--- src/rtl/wol_pkg.sv ---
package wol_pkg;

  typedef enum logic [1:0] {
    ST_HUNT  = 2'd0,
    ST_MATCH = 2'd1,
    ST_DONE  = 2'd2
  } wol_state_e;

  typedef enum logic [1:0] {
    FF_HOLD = 2'd0,
    FF_CLR  = 2'd1,
    FF_INC  = 2'd2,
    FF_ONE  = 2'd3
  } ff_op_e;

  typedef enum logic [1:0] {
    RP_HOLD  = 2'd0,
    RP_START = 2'd1,
    RP_ADV   = 2'd2
  } rep_op_e;

  localparam int unsigned WOL_SYNC_LEN = 6;
  localparam int unsigned WOL_REPEATS  = 16;

endpackage

--- src/rtl/wol_sync_tracker.sv ---
module wol_sync_tracker
  import wol_pkg::*;
#(
  parameter int unsigned SYNC_LEN = WOL_SYNC_LEN,
  localparam int unsigned CW = $clog2(SYNC_LEN + 1)
) (
  input  logic          clk,
  input  logic          rst_n,
  input  ff_op_e        op,
  output logic [CW-1:0] ff_cnt,
  output logic          sync_seen
);

  localparam logic [CW-1:0] CNT_MAX = CW'(SYNC_LEN);

  logic [CW-1:0] cnt_q;
  logic [CW-1:0] cnt_d;
  logic          cnt_en;

  always_comb begin
    cnt_d  = cnt_q;
    cnt_en = 1'b1;
    unique case (op)
      FF_CLR:  cnt_d = '0;
      FF_ONE:  cnt_d = CW'(1);
      FF_INC:  cnt_d = (cnt_q == CNT_MAX) ? cnt_q : cnt_q + CW'(1);
      default: cnt_en = 1'b0;
    endcase
  end

  always_ff @(posedge clk or negedge rst_n) begin
    if (!rst_n) begin
      cnt_q <= '0;
    end else if (cnt_en) begin
      cnt_q <= cnt_d;
    end
  end

  assign ff_cnt    = cnt_q;
  assign sync_seen = (cnt_q == CNT_MAX);

endmodule

--- src/rtl/wol_rep_tracker.sv ---
module wol_rep_tracker
  import wol_pkg::*;
#(
  parameter int unsigned ADDR_BYTES = 6,
  parameter int unsigned REPEATS    = WOL_REPEATS,
  localparam int unsigned IW = $clog2(ADDR_BYTES),
  localparam int unsigned RW = (REPEATS > 1) ? $clog2(REPEATS) : 1
) (
  input  logic          clk,
  input  logic          rst_n,
  input  rep_op_e       op,
  output logic [IW-1:0] idx,
  output logic          last
);

  localparam logic [IW-1:0] IDX_LAST = IW'(ADDR_BYTES - 1);
  localparam logic [RW-1:0] REP_LAST = RW'(REPEATS - 1);

  logic [IW-1:0] idx_q, idx_d;
  logic [RW-1:0] rep_q, rep_d;
  logic          trk_en;

  always_comb begin
    idx_d  = idx_q;
    rep_d  = rep_q;
    trk_en = 1'b1;
    unique case (op)
      RP_START: begin
        idx_d = IW'(1);
        rep_d = '0;
      end
      RP_ADV: begin
        if (idx_q == IDX_LAST) begin
          idx_d = '0;
          rep_d = rep_q + RW'(1);
        end else begin
          idx_d = idx_q + IW'(1);
        end
      end
      default: trk_en = 1'b0;
    endcase
  end

  always_ff @(posedge clk or negedge rst_n) begin
    if (!rst_n) begin
      idx_q <= '0;
      rep_q <= '0;
    end else if (trk_en) begin
      idx_q <= idx_d;
      rep_q <= rep_d;
    end
  end

  assign idx  = idx_q;
  assign last = (idx_q == IDX_LAST) && (rep_q == REP_LAST);

endmodule

--- src/rtl/wol_byte_select.sv ---
module wol_byte_select #(
  parameter int unsigned ADDR_BYTES = 6,
  localparam int unsigned IW = $clog2(ADDR_BYTES)
) (
  input  logic [8*ADDR_BYTES-1:0] station,
  input  logic [IW-1:0]           idx,
  output logic [7:0]              exp_byte
);

  logic [7:0] lane [ADDR_BYTES];

  for (genvar g = 0; g < ADDR_BYTES; g++) begin : g_lane
    assign lane[g] = station[8*g +: 8];
  end

  always_comb begin
    exp_byte = 8'h00;
    for (int i = 0; i < ADDR_BYTES; i++) begin
      if (idx == IW'(i)) exp_byte = lane[i];
    end
  end

endmodule

--- src/rtl/wol_magic_detect.sv ---
module wol_magic_detect
  import wol_pkg::*;
#(
  parameter int unsigned SYNC_LEN = WOL_SYNC_LEN,
  parameter int unsigned REPEATS  = WOL_REPEATS
) (
  input  logic        clk,
  input  logic        rst_n,
  input  logic        byte_vld,
  input  logic [7:0]  byte_dat,
  input  logic        sof,
  input  logic        eof,
  input  logic        crc_ok,
  input  logic [31:0] addr_lo,
  input  logic [15:0] addr_hi,
  output logic        wake
);

  localparam int unsigned ADDR_BYTES = 6;
  localparam int unsigned CW = $clog2(SYNC_LEN + 1);
  localparam int unsigned IW = $clog2(ADDR_BYTES);

  logic [8*ADDR_BYTES-1:0] station;
  assign station = {addr_hi, addr_lo};

  wol_state_e    state_q, state_d, state_cur;
  ff_op_e        ff_op;
  rep_op_e       rep_op;
  logic [CW-1:0] ff_cnt;
  logic          sync_seen;
  logic [IW-1:0] rep_idx;
  logic          rep_last;
  logic [7:0]    exp_byte;
  logic          is_ff;
  logic          synced;
  logic          wake_d;
  logic          wake_q;

  wol_sync_tracker #(.SYNC_LEN(SYNC_LEN)) u_sync (
    .clk       (clk),
    .rst_n     (rst_n),
    .op        (ff_op),
    .ff_cnt    (ff_cnt),
    .sync_seen (sync_seen)
  );

  wol_rep_tracker #(.ADDR_BYTES(ADDR_BYTES), .REPEATS(REPEATS)) u_rep (
    .clk   (clk),
    .rst_n (rst_n),
    .op    (rep_op),
    .idx   (rep_idx),
    .last  (rep_last)
  );

  wol_byte_select #(.ADDR_BYTES(ADDR_BYTES)) u_sel (
    .station  (station),
    .idx      (rep_idx),
    .exp_byte (exp_byte)
  );

  assign is_ff     = (byte_dat == 8'hFF);
  assign state_cur = sof ? ST_HUNT : state_q;
  assign synced    = sof ? 1'b0 : sync_seen;

  // Next-state decode; a start-of-frame byte is judged from a clean state.
  always_comb begin
    state_d = state_q;
    ff_op   = FF_HOLD;
    rep_op  = RP_HOLD;
    if (byte_vld) begin
      state_d = state_cur;
      unique case (state_cur)
        ST_HUNT: begin
          if (is_ff) begin
            ff_op = sof ? FF_ONE : FF_INC;
          end else if (synced && (byte_dat == station[7:0])) begin
            state_d = ST_MATCH;
            rep_op  = RP_START;
            ff_op   = FF_CLR;
          end else begin
            ff_op = FF_CLR;
          end
        end
        ST_MATCH: begin
          if (byte_dat == exp_byte) begin
            if (rep_last) state_d = ST_DONE;
            else          rep_op  = RP_ADV;
          end else begin
            state_d = ST_HUNT;
            ff_op   = is_ff ? FF_ONE : FF_CLR;
          end
        end
        default: state_d = ST_DONE;
      endcase
    end
  end

  assign wake_d = byte_vld && eof && crc_ok && (state_d == ST_DONE);

  always_ff @(posedge clk or negedge rst_n) begin
    if (!rst_n) begin
      state_q <= ST_HUNT;
    end else if (byte_vld) begin
      state_q <= state_d;
    end
  end

  always_ff @(posedge clk or negedge rst_n) begin
    if (!rst_n) begin
      wake_q <= 1'b0;
    end else begin
      wake_q <= wake_d;
    end
  end

  assign wake = wake_q;

endmodule

--- config.mk ---
export PLATFORM = sky130hd
export DESIGN_NAME = wol_magic_detect
export DESIGN_NICKNAME = d
export VERILOG_FILES = /design/src/rtl/wol_pkg.sv /design/src/rtl/wol_sync_tracker.sv /design/src/rtl/wol_rep_tracker.sv /design/src/rtl/wol_byte_select.sv /design/src/rtl/wol_magic_detect.sv
export SDC_FILE = /design/constraint.sdc
export NUM_CORES = 1
export LEC_CHECK = 0
export BUFFER_PORTS_ARGS = -buffer_cell sky130_fd_sc_hd__buf_2
export CAP_MARGIN = 10
export CORE_MARGIN = 3
export CORE_UTILIZATION = 40
export DETAILED_ROUTE_END_ITERATION = 12
export HOLD_SLACK_MARGIN = 0.08
export PLACE_DENSITY = 0.69
export SKIP_LAST_GASP = 1
export SYNTH_ARGS = -nofsm -noshare
export SYNTH_HDL_FRONTEND = slang
export SYNTH_HIERARCHICAL = 1
export SYNTH_SLANG_ARGS = --single-unit
--- constraint.sdc ---
create_clock -name clk -period 3.9 [get_ports clk]
set_input_delay 0.195 -clock clk [delete_from_list [all_inputs] [get_ports clk]]
set_output_delay 0.195 -clock clk [all_outputs]
set_load 0.05 [all_outputs]
==> results of run 1 <==
==> logic make-up after synthesis <==
| kind of cell | share of synthesized area [%] |
|---|---|
| fa+ha+maj | 4.348 |
| buf+inv | 5.739 |
| simple gates | 17.91 |
| flops | 22.61 |
| xor+xnor | 9.739 |
| compound gates | 19.74 |
| mux | 19.91 |
==> layer usage <==
layer	vias up	GRT usage, %	share of wire (%)
met5	-	0	0
met4	0	4.061	1.4
met3	6	3.231	7.4
met2	61	27.03	47
met1	610	22.21	44
li1	698	-	-
==> Yosys cell counts (4+ instances only) <==
cell type  number
mux2i_1        26
xnor2_1        16
dfrtp_1        13
o21a_1          8
inv_1           7
nand2_1         7
nor3_1          7
nand4_1         6
o21ai_0         6
ha_1            5
nand3_1         5
a221oi_1        4
a221oi_2        4
==> area by class of cell <==
cell class	instances	area (um2)	area share (%)
multi-input combinational	124	1031	57.22
sequential	13	325.3	18.06
inverter	7	26.28	1.458
tap	46	57.56	3.194
clock buffer	4	26.28	1.458
timing repair buffer	65	335.3	18.61
==> tightest hold or removal path, stage by stage <==
cell and delay, ns:
buf_2 0.12, nand3_1 0.06, o21ai_0 0.07
==> report_power, final <==
group / total, mW / switching [mW] / internal [mW]
Combinational: 0.0781 / 0.0342 / 0.0440
Sequential: 0.135 / 0.0000548 / 0.135
Clock: 0.0819 / 0.0423 / 0.0396
Total: 0.295 / 0.0766 / 0.218
==> worst min-delay path by stage <==
| stage | depth (start not counted) | slack (ns) | end |
|---|---|---|---|
| after global placement | 1 | 0.09 | u_rep/rep_q[0] |
| after CTS | 3 | 0.21 | state_q[1] |
| after global routing | 3 | 0.21 | state_q[1] |
| after floorplan | 0 | -0.10 | state_q[0] |
| final | 3 | 0.22 | state_q[1] |
| after detailed placement | 1 | 0.10 | u_rep/rep_q[0] |
==> registers in the layout, summed over array words and instances (netlist names) <==
register       count
state_q            2
u_rep/idx          3
u_rep/rep_q        4
u_sync/ff_cnt      3
wake               1
==> timing repair <==
action | 4_1_cts | 5_1_grt
endpoints found under the hold margin | 13 | 0
buffers inserted | 0 | 0
hold buffers | 1 | 0
setup endpoints to repair | 0 | 0
==> impl_metrics.prom, run 1 <==
# TYPE chip_impl_metric gauge
chip_impl_metric{name="synth_enable_flop_cells",unit=""} 0
chip_impl_metric{name="cts-root-to-sink-buffers",unit=""} 2
chip_impl_info{name="timing.critical_path.to_type",value="register"} 1
chip_impl_metric{name="nNetsFinal",unit=""} 281
chip_impl_metric{name="layout-drive-gt1-share",unit="%"} 38.03
chip_impl_info{name="mostFrequentLayoutCell",value="buf_2"} 1
chip_impl_metric{name="floorplan.io_pins",unit=""} 63
chip_impl_metric{name="cts_inserted_buffers",unit=""} 3
chip_impl_info{name="synth.area.top_cells",value="dfrtp_1 (23%), mux2i_1 (18%), xnor2_1 (9.7%)"} 1
chip_impl_metric{name="wire_per_inst",unit="um"} 13.12
chip_impl_metric{name="timing.critical_path.arrival",unit="ns"} 3.35
chip_impl_metric{name="syn_area",unit="um2"} 1439
chip_impl_metric{name="flow.area_growth_from_synthesis",unit="%"} 25.22
chip_impl_metric{name="placementRows",unit=""} 21
chip_impl_metric{name="vias",unit=""} 1375
chip_impl_info{name="result_of_the_run",value="completed"} 1
chip_impl_info{name="critPathCapture",value="u_rep/rep_q[3]"} 1
chip_impl_metric{name="first_pass_grt_wire_length",unit="um"} 5768
chip_impl_metric{name="wl",unit="um"} 3398
chip_impl_metric{name="synth_sequential_area_ratio",unit="%"} 22.61
chip_impl_metric{name="syn_inst",unit=""} 150
chip_impl_metric{name="fp.dieW",unit="um"} 65.98
chip_impl_info{name="worst_setup_path_startpoint",value="u_rep/idx[0]"} 1
chip_impl_metric{name="antenna_violations_before_repair",unit=""} 0
chip_impl_metric{name="ir_drop",unit="mV"} 0.07049
chip_impl_info{name="critical-path-slowest-cell",value="buf_4"} 1
chip_impl_metric{name="die-height",unit="um"} 65.98
chip_impl_metric{name="drc_markers",unit=""} 0
chip_impl_info{name="tritoncts",value="built"} 1
chip_impl_info{name="final_cell_mix",value="buf_2 (62), mux2i_1 (26), xnor2_1 (16)"} 1
chip_impl_metric{name="final.setup.tns",unit="ns"} 0
chip_impl_metric{name="path_depth",unit=""} 12
chip_impl_metric{name="cts_resized",unit=""} 0
chip_impl_metric{name="final_util",unit="%"} 53.16
chip_impl_metric{name="finalCritPeriodShare",unit="%"} 81.62
chip_impl_metric{name="worst_r2r_path_depth",unit=""} 12
chip_impl_metric{name="filler_cell_count",unit=""} 340
chip_impl_metric{name="core_area",unit="um2"} 3390
chip_impl_metric{name="worst_hold_slack",unit="ns"} 0.2172
chip_impl_metric{name="crit_buf_inv",unit=""} 1
chip_impl_metric{name="layout.cells.non_filler",unit=""} 259
chip_impl_metric{name="setup-violations-final",unit=""} 0
chip_impl_info{name="synth.largest_area_cell",value="dfrtp_1"} 1
chip_impl_info{name="r2r-end",value="u_rep/rep_q[3]"} 1
chip_impl_info{name="class_of_the_most_critical_hold_timing_path",value="input port to register"} 1
chip_impl_metric{name="htree_levels",unit=""} 1
chip_impl_metric{name="period_needed",unit="ns"} 3.183
chip_impl_info{name="cp_top_family",value="simple AND/OR/NAND/NOR gates"} 1
chip_impl_metric{name="antenna_viol_nets_final",unit=""} 0
chip_impl_metric{name="clock_latency",unit="ns"} 0.27
chip_impl_metric{name="gr-total-overflow",unit=""} 0
chip_impl_info{name="cts_root_buffer",value="clkbuf_4"} 1
chip_impl_metric{name="detailedPlacementHpwl",unit="um"} 2802
chip_impl_metric{name="critPathMaxFanout",unit=""} 29
chip_impl_metric{name="synthesis.yosys.warnings",unit=""} 6
chip_impl_metric{name="final_critical_path_setup_slack",unit="ns"} 0.7170
chip_impl_metric{name="syn_nets",unit=""} 217
chip_impl_metric{name="power.total",unit="uW"} 294.8
chip_impl_metric{name="avgViaCountPerCell",unit=""} 5.309
chip_impl_metric{name="gpl.final_weighted_congestion",unit=""} 0.8002
chip_impl_metric{name="setup.reg_to_reg.worst_slack",unit="ns"} 0.72
chip_impl_metric{name="slew_headroom",unit="%"} 49.61
chip_impl_metric{name="powerDensity",unit="nW/um2"} 163.6
chip_impl_metric{name="detail_route.iter0.violations",unit=""} 76
chip_impl_metric{name="pre_cts_slack",unit="ns"} 0.7115
chip_impl_metric{name="skew_final",unit="ns"} 0.002625
chip_impl_metric{name="clkTransAtPathRegs",unit="ns"} 0.08
chip_impl_info{name="grt_setup_unrepaired",value="no"} 1
chip_impl_metric{name="antenna_diode_count",unit=""} 0
chip_impl_metric{name="max_freq",unit="MHz"} 314.2
chip_impl_metric{name="synth_top_area_share",unit="%"} 22.61
chip_impl_metric{name="detail_route.first_pass.iterations",unit=""} 4
chip_impl_metric{name="worstMarginPinSlew",unit="ns"} 0.7461
chip_impl_metric{name="syn_avg_cell_area",unit="um2"} 9.593
chip_impl_info{name="startpoint_type",value="register"} 1
chip_impl_metric{name="io_buffer_count",unit=""} 62
chip_impl_metric{name="floorplan.die_area",unit="um2"} 4353
chip_impl_metric{name="grt_max_degree",unit=""} 30
chip_impl_info{name="synth_top_flop_cell",value="dfrtp_1"} 1
chip_impl_metric{name="synth_unique_cells",unit=""} 42
chip_impl_metric{name="floorplan.initialDensity",unit="%"} 42.45
chip_impl_metric{name="async_flop_share",unit="%"} 100.0
chip_impl_info{name="crit-reg2reg-launch",value="u_rep/idx[0]"} 1
chip_impl_metric{name="maxCapViolations",unit=""} 0
chip_impl_metric{name="p_leak",unit="nW"} 0.7722
chip_impl_metric{name="vias_in_the_first_global_route",unit=""} 1327
chip_impl_metric{name="report.final.hold_viol_count",unit=""} 0
chip_impl_info{name="timing.hold.worst.start",value="byte_vld"} 1
chip_impl_metric{name="cts.sinks",unit=""} 13
chip_impl_info{name="path_cells",value="buf_4 -> mux2i_1 -> o21a_1 -> a221oi_1 -> xnor2_1 -> nand3_1 -> nor3_1 -> and3_1 -> ha_1 -> nand4b_4 -> mux2_4 -> a21o_1"} 1
chip_impl_metric{name="critical-path-max-stage-delay",unit="ns"} 0.38
chip_impl_metric{name="global_route.usage.total",unit="%"} 16.52
chip_impl_metric{name="dpl_cell_area",unit="um2"} 1765
chip_impl_info{name="crit_type",value="register to register"} 1
chip_impl_metric{name="ys_ff_latch",unit=""} 13
chip_impl_metric{name="place_inst",unit=""} 254
chip_impl_metric{name="crit_required",unit="ns"} 4.07
chip_impl_metric{name="finalMaxSlewViolations",unit=""} 0
chip_impl_metric{name="final_area",unit="um2"} 1802
Power figures use the tool's default switching activity.
==> inputs of run 2 (changes only) <==
--- a/config.mk
+++ b/config.mk
@@ -11,7 +11,7 @@
 export CORE_UTILIZATION = 40
 export DETAILED_ROUTE_END_ITERATION = 12
 export HOLD_SLACK_MARGIN = 0.08
-export PLACE_DENSITY = 0.69
+export PLACE_DENSITY = 0.72
 export SKIP_LAST_GASP = 1
 export SYNTH_ARGS = -nofsm -noshare
 export SYNTH_HDL_FRONTEND = slang
==> constraint.sdc (replaced) <==
create_clock -name clk -period 2.7 [get_ports clk]
set_input_delay 0.135 -clock clk [delete_from_list [all_inputs] [get_ports clk]]
set_output_delay 0.135 -clock clk [all_outputs]
set_load 0.05 [all_outputs]
==> run 2 against run 1 <==
Net effect: first-iteration DRC count is 39% lower; global-route usage is 0.45 points higher; critical path type unchanged; register-to-register slack worse by 0.67 ns; sequential share of layout area is 2.1 points lower; clock skew is 0.0068 ns higher; critical path depth is 1 lower.
==> impl_metrics.prom, run 2 (synthesis results as in run 1) <==
# TYPE chip_impl_metric gauge
chip_impl_info{name="result_of_the_run",value="completed"} 1
chip_impl_metric{name="setup.reg_to_reg.worst_slack",unit="ns"} 0.05
chip_impl_metric{name="final_util",unit="%"} 60.35
chip_impl_info{name="class_of_the_most_critical_hold_timing_path",value="input port to register"} 1
chip_impl_metric{name="finalMaxSlewViolations",unit=""} 0
chip_impl_metric{name="cts-root-to-sink-buffers",unit=""} 2
chip_impl_metric{name="placementRows",unit=""} 21
chip_impl_info{name="grt_setup_unrepaired",value="yes"} 1
chip_impl_metric{name="maxCapViolations",unit=""} 0
chip_impl_metric{name="worst_r2r_path_depth",unit=""} 11
chip_impl_metric{name="first_pass_grt_wire_length",unit="um"} 5906
chip_impl_metric{name="critPathMaxFanout",unit=""} 13
chip_impl_info{name="startpoint_type",value="register"} 1
chip_impl_metric{name="p_leak",unit="nW"} 0.8671
chip_impl_metric{name="fp.dieW",unit="um"} 65.98
chip_impl_metric{name="htree_levels",unit=""} 1
chip_impl_metric{name="layout.cells.non_filler",unit=""} 273
chip_impl_metric{name="regArea",unit="um2"} 326.6
chip_impl_metric{name="path_depth",unit=""} 11
chip_impl_metric{name="skew_final",unit="ns"} 0.009397
chip_impl_info{name="min_to",value="state_q[1]"} 1
chip_impl_metric{name="cts.sinks",unit=""} 13
chip_impl_metric{name="min_delay_path_depth",unit=""} 3
chip_impl_info{name="largest_reg_by_ff_count",value="u_rep/rep_q"} 1
chip_impl_metric{name="layout-drive-gt1-share",unit="%"} 47.14
chip_impl_metric{name="crit_buf_inv",unit=""} 1
chip_impl_metric{name="cts_inserted_buffers",unit=""} 3
chip_impl_metric{name="place_inst",unit=""} 266
chip_impl_metric{name="slew_headroom",unit="%"} 71.45
chip_impl_metric{name="floorplan.die_area",unit="um2"} 4353
chip_impl_metric{name="detailedPlacementHpwl",unit="um"} 2972
chip_impl_metric{name="floorplan.io_pins",unit=""} 63
chip_impl_metric{name="gr-total-overflow",unit=""} 0
chip_impl_metric{name="floorplan.initialDensity",unit="%"} 42.45
chip_impl_info{name="cts_root_buffer",value="clkbuf_4"} 1
chip_impl_metric{name="critical-path-max-stage-delay",unit="ns"} 0.46
chip_impl_metric{name="timing.critical_path.arrival",unit="ns"} 2.83
chip_impl_info{name="timing.hold.worst.start",value="byte_vld"} 1
chip_impl_metric{name="wl",unit="um"} 3772
chip_impl_metric{name="clock_latency",unit="ns"} 0.27
chip_impl_metric{name="core_area",unit="um2"} 3390
chip_impl_metric{name="setup-violations-final",unit=""} 0
chip_impl_metric{name="drc_markers",unit=""} 0
chip_impl_metric{name="filler_cell_count",unit=""} 305
chip_impl_metric{name="pre_cts_slack",unit="ns"} -0.03595
chip_impl_metric{name="powerDensity",unit="nW/um2"} 211.4
chip_impl_metric{name="antenna_diode_count",unit=""} 0
chip_impl_metric{name="final_critical_path_setup_slack",unit="ns"} 0.04737
chip_impl_metric{name="power.total",unit="uW"} 432.5
chip_impl_info{name="path_cells",value="buf_6 -> mux2i_1 -> a221oi_2 -> xnor2_1 -> nand4_1 -> nor3_2 -> and3_4 -> ha_4 -> nand4b_4 -> mux2_4 -> a21o_1"} 1
chip_impl_metric{name="vias",unit=""} 1457
chip_impl_info{name="critical-path-slowest-cell",value="dfrtp_2"} 1
chip_impl_metric{name="vias_in_the_first_global_route",unit=""} 1380
chip_impl_metric{name="report.final.hold_viol_count",unit=""} 0
chip_impl_info{name="final_cell_mix",value="buf_2 (62), mux2i_1 (26), xnor2_1 (16)"} 1
chip_impl_metric{name="detail_route.iter0.violations",unit=""} 46
chip_impl_metric{name="die-height",unit="um"} 65.98
chip_impl_metric{name="ir_drop",unit="mV"} 0.1180
chip_impl_metric{name="clkTransAtPathRegs",unit="ns"} 0.09
chip_impl_metric{name="worst_hold_slack",unit="ns"} 0.1600
chip_impl_metric{name="detail_route.first_pass.iterations",unit=""} 4
chip_impl_info{name="cp_top_family",value="simple AND/OR/NAND/NOR gates"} 1
chip_impl_metric{name="gpl.final_weighted_congestion",unit=""} 0.8443
chip_impl_info{name="crit-reg2reg-launch",value="u_rep/idx[0]"} 1
chip_impl_metric{name="grt_max_degree",unit=""} 17
chip_impl_metric{name="antenna_violations_before_repair",unit=""} 0
chip_impl_info{name="crit_type",value="register to register"} 1
chip_impl_metric{name="worstMarginPinSlew",unit="ns"} 0.4227
chip_impl_metric{name="crit_required",unit="ns"} 2.87
chip_impl_info{name="timing.critical_path.to_type",value="register"} 1
chip_impl_metric{name="antenna_viol_nets_final",unit=""} 0
chip_impl_metric{name="global_route.usage.total",unit="%"} 16.97
chip_impl_info{name="r2r-end",value="u_rep/rep_q[3]"} 1
chip_impl_metric{name="flow.area_growth_from_synthesis",unit="%"} 42.17
chip_impl_info{name="tritoncts",value="built"} 1
chip_impl_metric{name="max_freq",unit="MHz"} 377.0
chip_impl_metric{name="period_needed",unit="ns"} 2.653
chip_impl_metric{name="nNetsFinal",unit=""} 295
chip_impl_metric{name="multiInputGateArea",unit="um2"} 1122
chip_impl_info{name="mostFrequentLayoutCell",value="buf_2"} 1
chip_impl_metric{name="avgViaCountPerCell",unit=""} 5.337
chip_impl_metric{name="finalCritPeriodShare",unit="%"} 98.25
chip_impl_metric{name="wire_per_inst",unit="um"} 13.82
chip_impl_metric{name="max_reg_flops",unit=""} 4
chip_impl_metric{name="io_buffer_count",unit=""} 62
==> run 2: cell types whose count changed in the layout (fill, tap and decap cells not counted), moves of 2 or more <==
cell and change:
buf_4 +10, a221oi_1 -4, a221oi_2 +4, buf_12 +2
ha_1 -2, ha_4 +2
==> run 2: how the worst max path moves through the flow <==
| stage | to | slack, ns | start |
|---|---|---|---|
| 3_5_place_dp | u_rep/rep_q[3] | -0.04 | u_rep/idx[0] |
| 5_1_grt | u_rep/rep_q[3] | -0.11 | u_rep/idx[0] |
| 4_1_cts | u_rep/rep_q[3] | 0.02 | u_rep/idx[0] |
| 2_1_floorplan | u_rep/rep_q[3] | -0.07 | u_rep/idx[0] |
| 3_3_place_gp | u_rep/rep_q[3] | 0.03 | u_rep/idx[0] |
| 6_report | u_rep/rep_q[3] | 0.05 | u_rep/idx[0] |
==> run 2: cell type report <==
| class | instances | share of cell area (%) |
|---|---|---|
| timing repair buffer | 79 | 23.79 |
| sequential | 13 | 15.96 |
| multi-input combinational | 124 | 54.86 |
| tap | 46 | 2.813 |
| clock buffer | 4 | 1.284 |
| inverter | 7 | 1.284 |
==> run 2: where the power goes <==
part           internal [mW]  total, mW  leakage (nW)  switching [mW]
clock network         0.0571      0.120        0.0150          0.0626
logic                 0.0666      0.118         0.672          0.0516
registers              0.195      0.195         0.180       0.0000757
total                  0.318      0.433         0.867           0.114
==> run 2: what timing repair did <==
action	4_1_cts	5_1_grt
gates resized for setup	5	11
setup endpoints to repair	1	10
hold buffers	1	0
gates cloned	0	1
pin swaps	0	13
endpoints found under the hold margin	13	0
buffers inserted	0	1
==> run 2: worst min-delay path, cell delays in order <==
cell	delay (ns)
buf_2	0.13
nand3_1	0.06
o21ai_0	0.06
==> run 2: stage by stage <==
| stage | TNS (ns) | cell area, um2 |
|---|---|---|
| 6_report | 0 | 2046 |
| 5_1_grt | -0.3292 | 2046 |
| 4_1_cts | 0 | 1953 |
| 3_5_place_dp | -0.03595 | 1888 |
| 3_3_place_gp | 0 | 1888 |
| 2_1_floorplan | -0.07196 | 1446 |
==> run 2: metal layers <==
layer  wire, um  up-vias  GRT usage (%)  share of wire, %
met2       1870       55          29.54                50
met1       1605      673          21.67                43
met3        237        8          2.381               6.3
met4         59        0          4.822               1.6
met5          0        -              0                 0
li1           -      721              -                 -
==> inputs of run 3 (changes only) <==
--- a/config.mk
+++ b/config.mk
@@ -11,7 +11,7 @@
 export CORE_UTILIZATION = 40
 export DETAILED_ROUTE_END_ITERATION = 12
 export HOLD_SLACK_MARGIN = 0.08
-export PLACE_DENSITY = 0.72
+export PLACE_DENSITY = 0.74
 export SKIP_LAST_GASP = 1
 export SYNTH_ARGS = -nofsm -noshare
 export SYNTH_HDL_FRONTEND = slang
==> run 3 against run 2 <==
Net effect: the run now ends with setup timing left; sequential share of layout area fell by 0.24 points; final cell count increased by 0.37%; sequential power hardly changed; register-to-register slack got worse by 0.15 ns; power rose by 2.6%; via count increased by 0.48%; hold slack worse by 0.024 ns; combinational power rose by 3%; critical endpoint unchanged; highest routed layer unchanged.
==> impl_metrics.prom, run 3 (synthesis results as in run 1) <==
# TYPE chip_impl_metric gauge
chip_impl_metric{name="first_pass_grt_wire_length",unit="um"} 5913
chip_impl_metric{name="die-height",unit="um"} 65.98
chip_impl_metric{name="period_needed",unit="ns"} 2.808
chip_impl_metric{name="core_area",unit="um2"} 3390
chip_impl_metric{name="final_critical_path_setup_slack",unit="ns"} -0.1076
chip_impl_metric{name="report.final.hold_viol_count",unit=""} 0
chip_impl_metric{name="worstMarginPinSlew",unit="ns"} 0.4369
chip_impl_metric{name="powerDensity",unit="nW/um2"} 213.6
chip_impl_metric{name="fp.dieW",unit="um"} 65.98
chip_impl_info{name="timing.hold.worst.start",value="byte_vld"} 1
chip_impl_info{name="cp_top_family",value="simple AND/OR/NAND/NOR gates"} 1
chip_impl_metric{name="clkTransAtPathRegs",unit="ns"} 0.10
chip_impl_metric{name="p_leak",unit="nW"} 0.8889
chip_impl_metric{name="grt_max_degree",unit=""} 22
chip_impl_info{name="grt_setup_unrepaired",value="yes"} 1
chip_impl_metric{name="critical-path-max-stage-delay",unit="ns"} 0.48
chip_impl_metric{name="skew_final",unit="ns"} 0.009386
chip_impl_info{name="tritoncts",value="built"} 1
chip_impl_metric{name="flow.area_growth_from_synthesis",unit="%"} 44.35
chip_impl_metric{name="critPathMaxFanout",unit=""} 5
chip_impl_metric{name="vias",unit=""} 1464
chip_impl_info{name="final_cell_mix",value="buf_2 (62), mux2i_1 (25), xnor2_1 (16)"} 1
chip_impl_metric{name="gpl.final_weighted_congestion",unit=""} 0.8570
chip_impl_metric{name="place_inst",unit=""} 265
chip_impl_metric{name="io_buffer_count",unit=""} 62
chip_impl_metric{name="floorplan.die_area",unit="um2"} 4353
chip_impl_metric{name="antenna_viol_nets_final",unit=""} 0
chip_impl_info{name="critical-path-slowest-cell",value="dfrtp_2"} 1
chip_impl_info{name="r2r-end",value="u_rep/rep_q[3]"} 1
chip_impl_info{name="worst_setup_path_startpoint",value="u_rep/idx[0]"} 1
chip_impl_metric{name="max_reg_flops",unit=""} 4
chip_impl_metric{name="floorplan.initialDensity",unit="%"} 42.45
chip_impl_info{name="cts_root_buffer",value="clkbuf_4"} 1
chip_impl_info{name="failed_checks",value="setup timing"} 1
chip_impl_metric{name="layout.cells.non_filler",unit=""} 274
chip_impl_metric{name="finalCritPeriodShare",unit="%"} 104.0
chip_impl_metric{name="final.setup.tns",unit="ns"} -0.2587
chip_impl_metric{name="layout-drive-gt1-share",unit="%"} 48.25
chip_impl_metric{name="setup-violations-final",unit=""} 4
chip_impl_info{name="startpoint_type",value="register"} 1
chip_impl_metric{name="global_route.usage.total",unit="%"} 16.94
chip_impl_metric{name="floorplan.io_pins",unit=""} 63
chip_impl_metric{name="finalMaxSlewViolations",unit=""} 0
chip_impl_metric{name="detail_route.first_pass.iterations",unit=""} 4
chip_impl_info{name="crit_type",value="register to register"} 1
chip_impl_metric{name="wl",unit="um"} 3895
chip_impl_metric{name="cts.sinks",unit=""} 13
chip_impl_metric{name="worst_hold_slack",unit="ns"} 0.1359
chip_impl_metric{name="gr-total-overflow",unit=""} 0
chip_impl_metric{name="setup.reg_to_reg.worst_slack",unit="ns"} -0.11
chip_impl_metric{name="filler_cell_count",unit=""} 284
chip_impl_info{name="path_cells",value="clkbuf_16 -> mux2i_1 -> o21a_1 -> a221oi_2 -> xnor2_1 -> nand3_1 -> nor3_2 -> and3_4 -> ha_4 -> nand4b_4 -> mux2_4 -> a21o_1"} 1
chip_impl_info{name="result_of_the_run",value="finished with violations"} 1
chip_impl_metric{name="htree_levels",unit=""} 1
chip_impl_metric{name="antenna_violations_before_repair",unit=""} 0
chip_impl_metric{name="clock_latency",unit="ns"} 0.28
chip_impl_metric{name="vias_in_the_first_global_route",unit=""} 1364
chip_impl_metric{name="crit_buf_inv",unit=""} 1
chip_impl_metric{name="wire_per_inst",unit="um"} 14.22
chip_impl_info{name="timing.critical_path.to_type",value="register"} 1
chip_impl_info{name="largest_reg_by_ff_count",value="u_rep/rep_q"} 1
chip_impl_metric{name="maxCapViolations",unit=""} 0
chip_impl_metric{name="drc_markers",unit=""} 0
chip_impl_metric{name="ir_drop",unit="mV"} 0.1044
chip_impl_metric{name="timing.critical_path.arrival",unit="ns"} 2.99
chip_impl_metric{name="crit_required",unit="ns"} 2.89
chip_impl_metric{name="antenna_diode_count",unit=""} 0
chip_impl_metric{name="placementRows",unit=""} 21
chip_impl_metric{name="detailedPlacementHpwl",unit="um"} 3005
chip_impl_metric{name="slew_headroom",unit="%"} 70.49
chip_impl_info{name="mostFrequentLayoutCell",value="buf_2"} 1
chip_impl_metric{name="cts_inserted_buffers",unit=""} 3
chip_impl_metric{name="worst_r2r_path_depth",unit=""} 12
chip_impl_metric{name="avgViaCountPerCell",unit=""} 5.343
chip_impl_info{name="crit-reg2reg-launch",value="u_rep/idx[0]"} 1
chip_impl_metric{name="min_delay_path_depth",unit=""} 3
chip_impl_metric{name="cts-root-to-sink-buffers",unit=""} 2
chip_impl_metric{name="nNetsFinal",unit=""} 296
chip_impl_info{name="min_to",value="state_q[1]"} 1
chip_impl_metric{name="max_freq",unit="MHz"} 356.2
chip_impl_metric{name="detail_route.iter0.violations",unit=""} 43
chip_impl_info{name="class_of_the_most_critical_hold_timing_path",value="input port to register"} 1
==> run 3: layer usage <==
metal	vias to the layer above	global-route usage (%)	part of all wire, %
li1	727	-	-
met1	654	22.31	40
met2	73	27.91	50
met3	10	2.551	7.8
met4	0	6.091	2.8
met5	-	0	0
==> run 3: layout make-up <==
cell class              instances  area, um2  area share (%)
inverters                       7      26.28           1.265
clock buffers                   3      22.52           1.084
multi-input cells             124       1124           54.10
well taps                      46      57.56           2.771
flip-flops and latches         13      326.6           15.72
clock inverters                 1      5.005          0.2410
repair buffers                 80      515.5           24.82
==> run 3: repair_timing <==
action / in CTS / in global routing
buffers inserted: 0 / 2
hold buffers: 1 / 0
endpoints found under the hold margin: 13 / 0
gates cloned: 0 / 2
resized for setup: 2 / 17
pin swaps: 1 / 9
endpoints found under the setup margin: 1 / 10
==> run 3: where the power goes <==
part / internal [mW] / total, mW / switching, mW
clock network: 0.0549 / 0.127 / 0.0724
registers: 0.195 / 0.195 / 0.0000765
logic: 0.0677 / 0.122 / 0.0539
==> run 3: worst min-delay path, stage by stage <==
cell and delay [ns]:
buf_2 0.12, nand3_1 0.06, o21ai_0 0.06
==> run 3: worst max-delay path by stage <==
stage                     end  slack [ns]  cells past startpoint
2_1_floorplan  u_rep/rep_q[3]       -0.07                     13
3_3_place_gp   u_rep/rep_q[3]        0.04                     12
3_5_place_dp   u_rep/rep_q[3]       -0.03                     12
4_1_cts        u_rep/rep_q[3]       -0.03                     12
5_1_grt        u_rep/rep_q[3]       -0.24                     12
6_report       u_rep/rep_q[3]       -0.11                     12
==> run 3: per-stage QoR <==
step / setup slack (ns) / util, % / power (mW) / instance area, um2
after CTS: -0.02871 / 56.96 / 0.4448 / 1931
after floorplan: -0.07196 / - / 0.2481 / 1446
after global placement: 0.03713 / 55.48 / 0.3126 / 1881
after global routing: -0.2407 / 61.28 / 0.4733 / 2077
after detailed placement: -0.02776 / 55.48 / 0.3131 / 1881
final: -0.1076 / 61.28 / 0.4437 / 2077
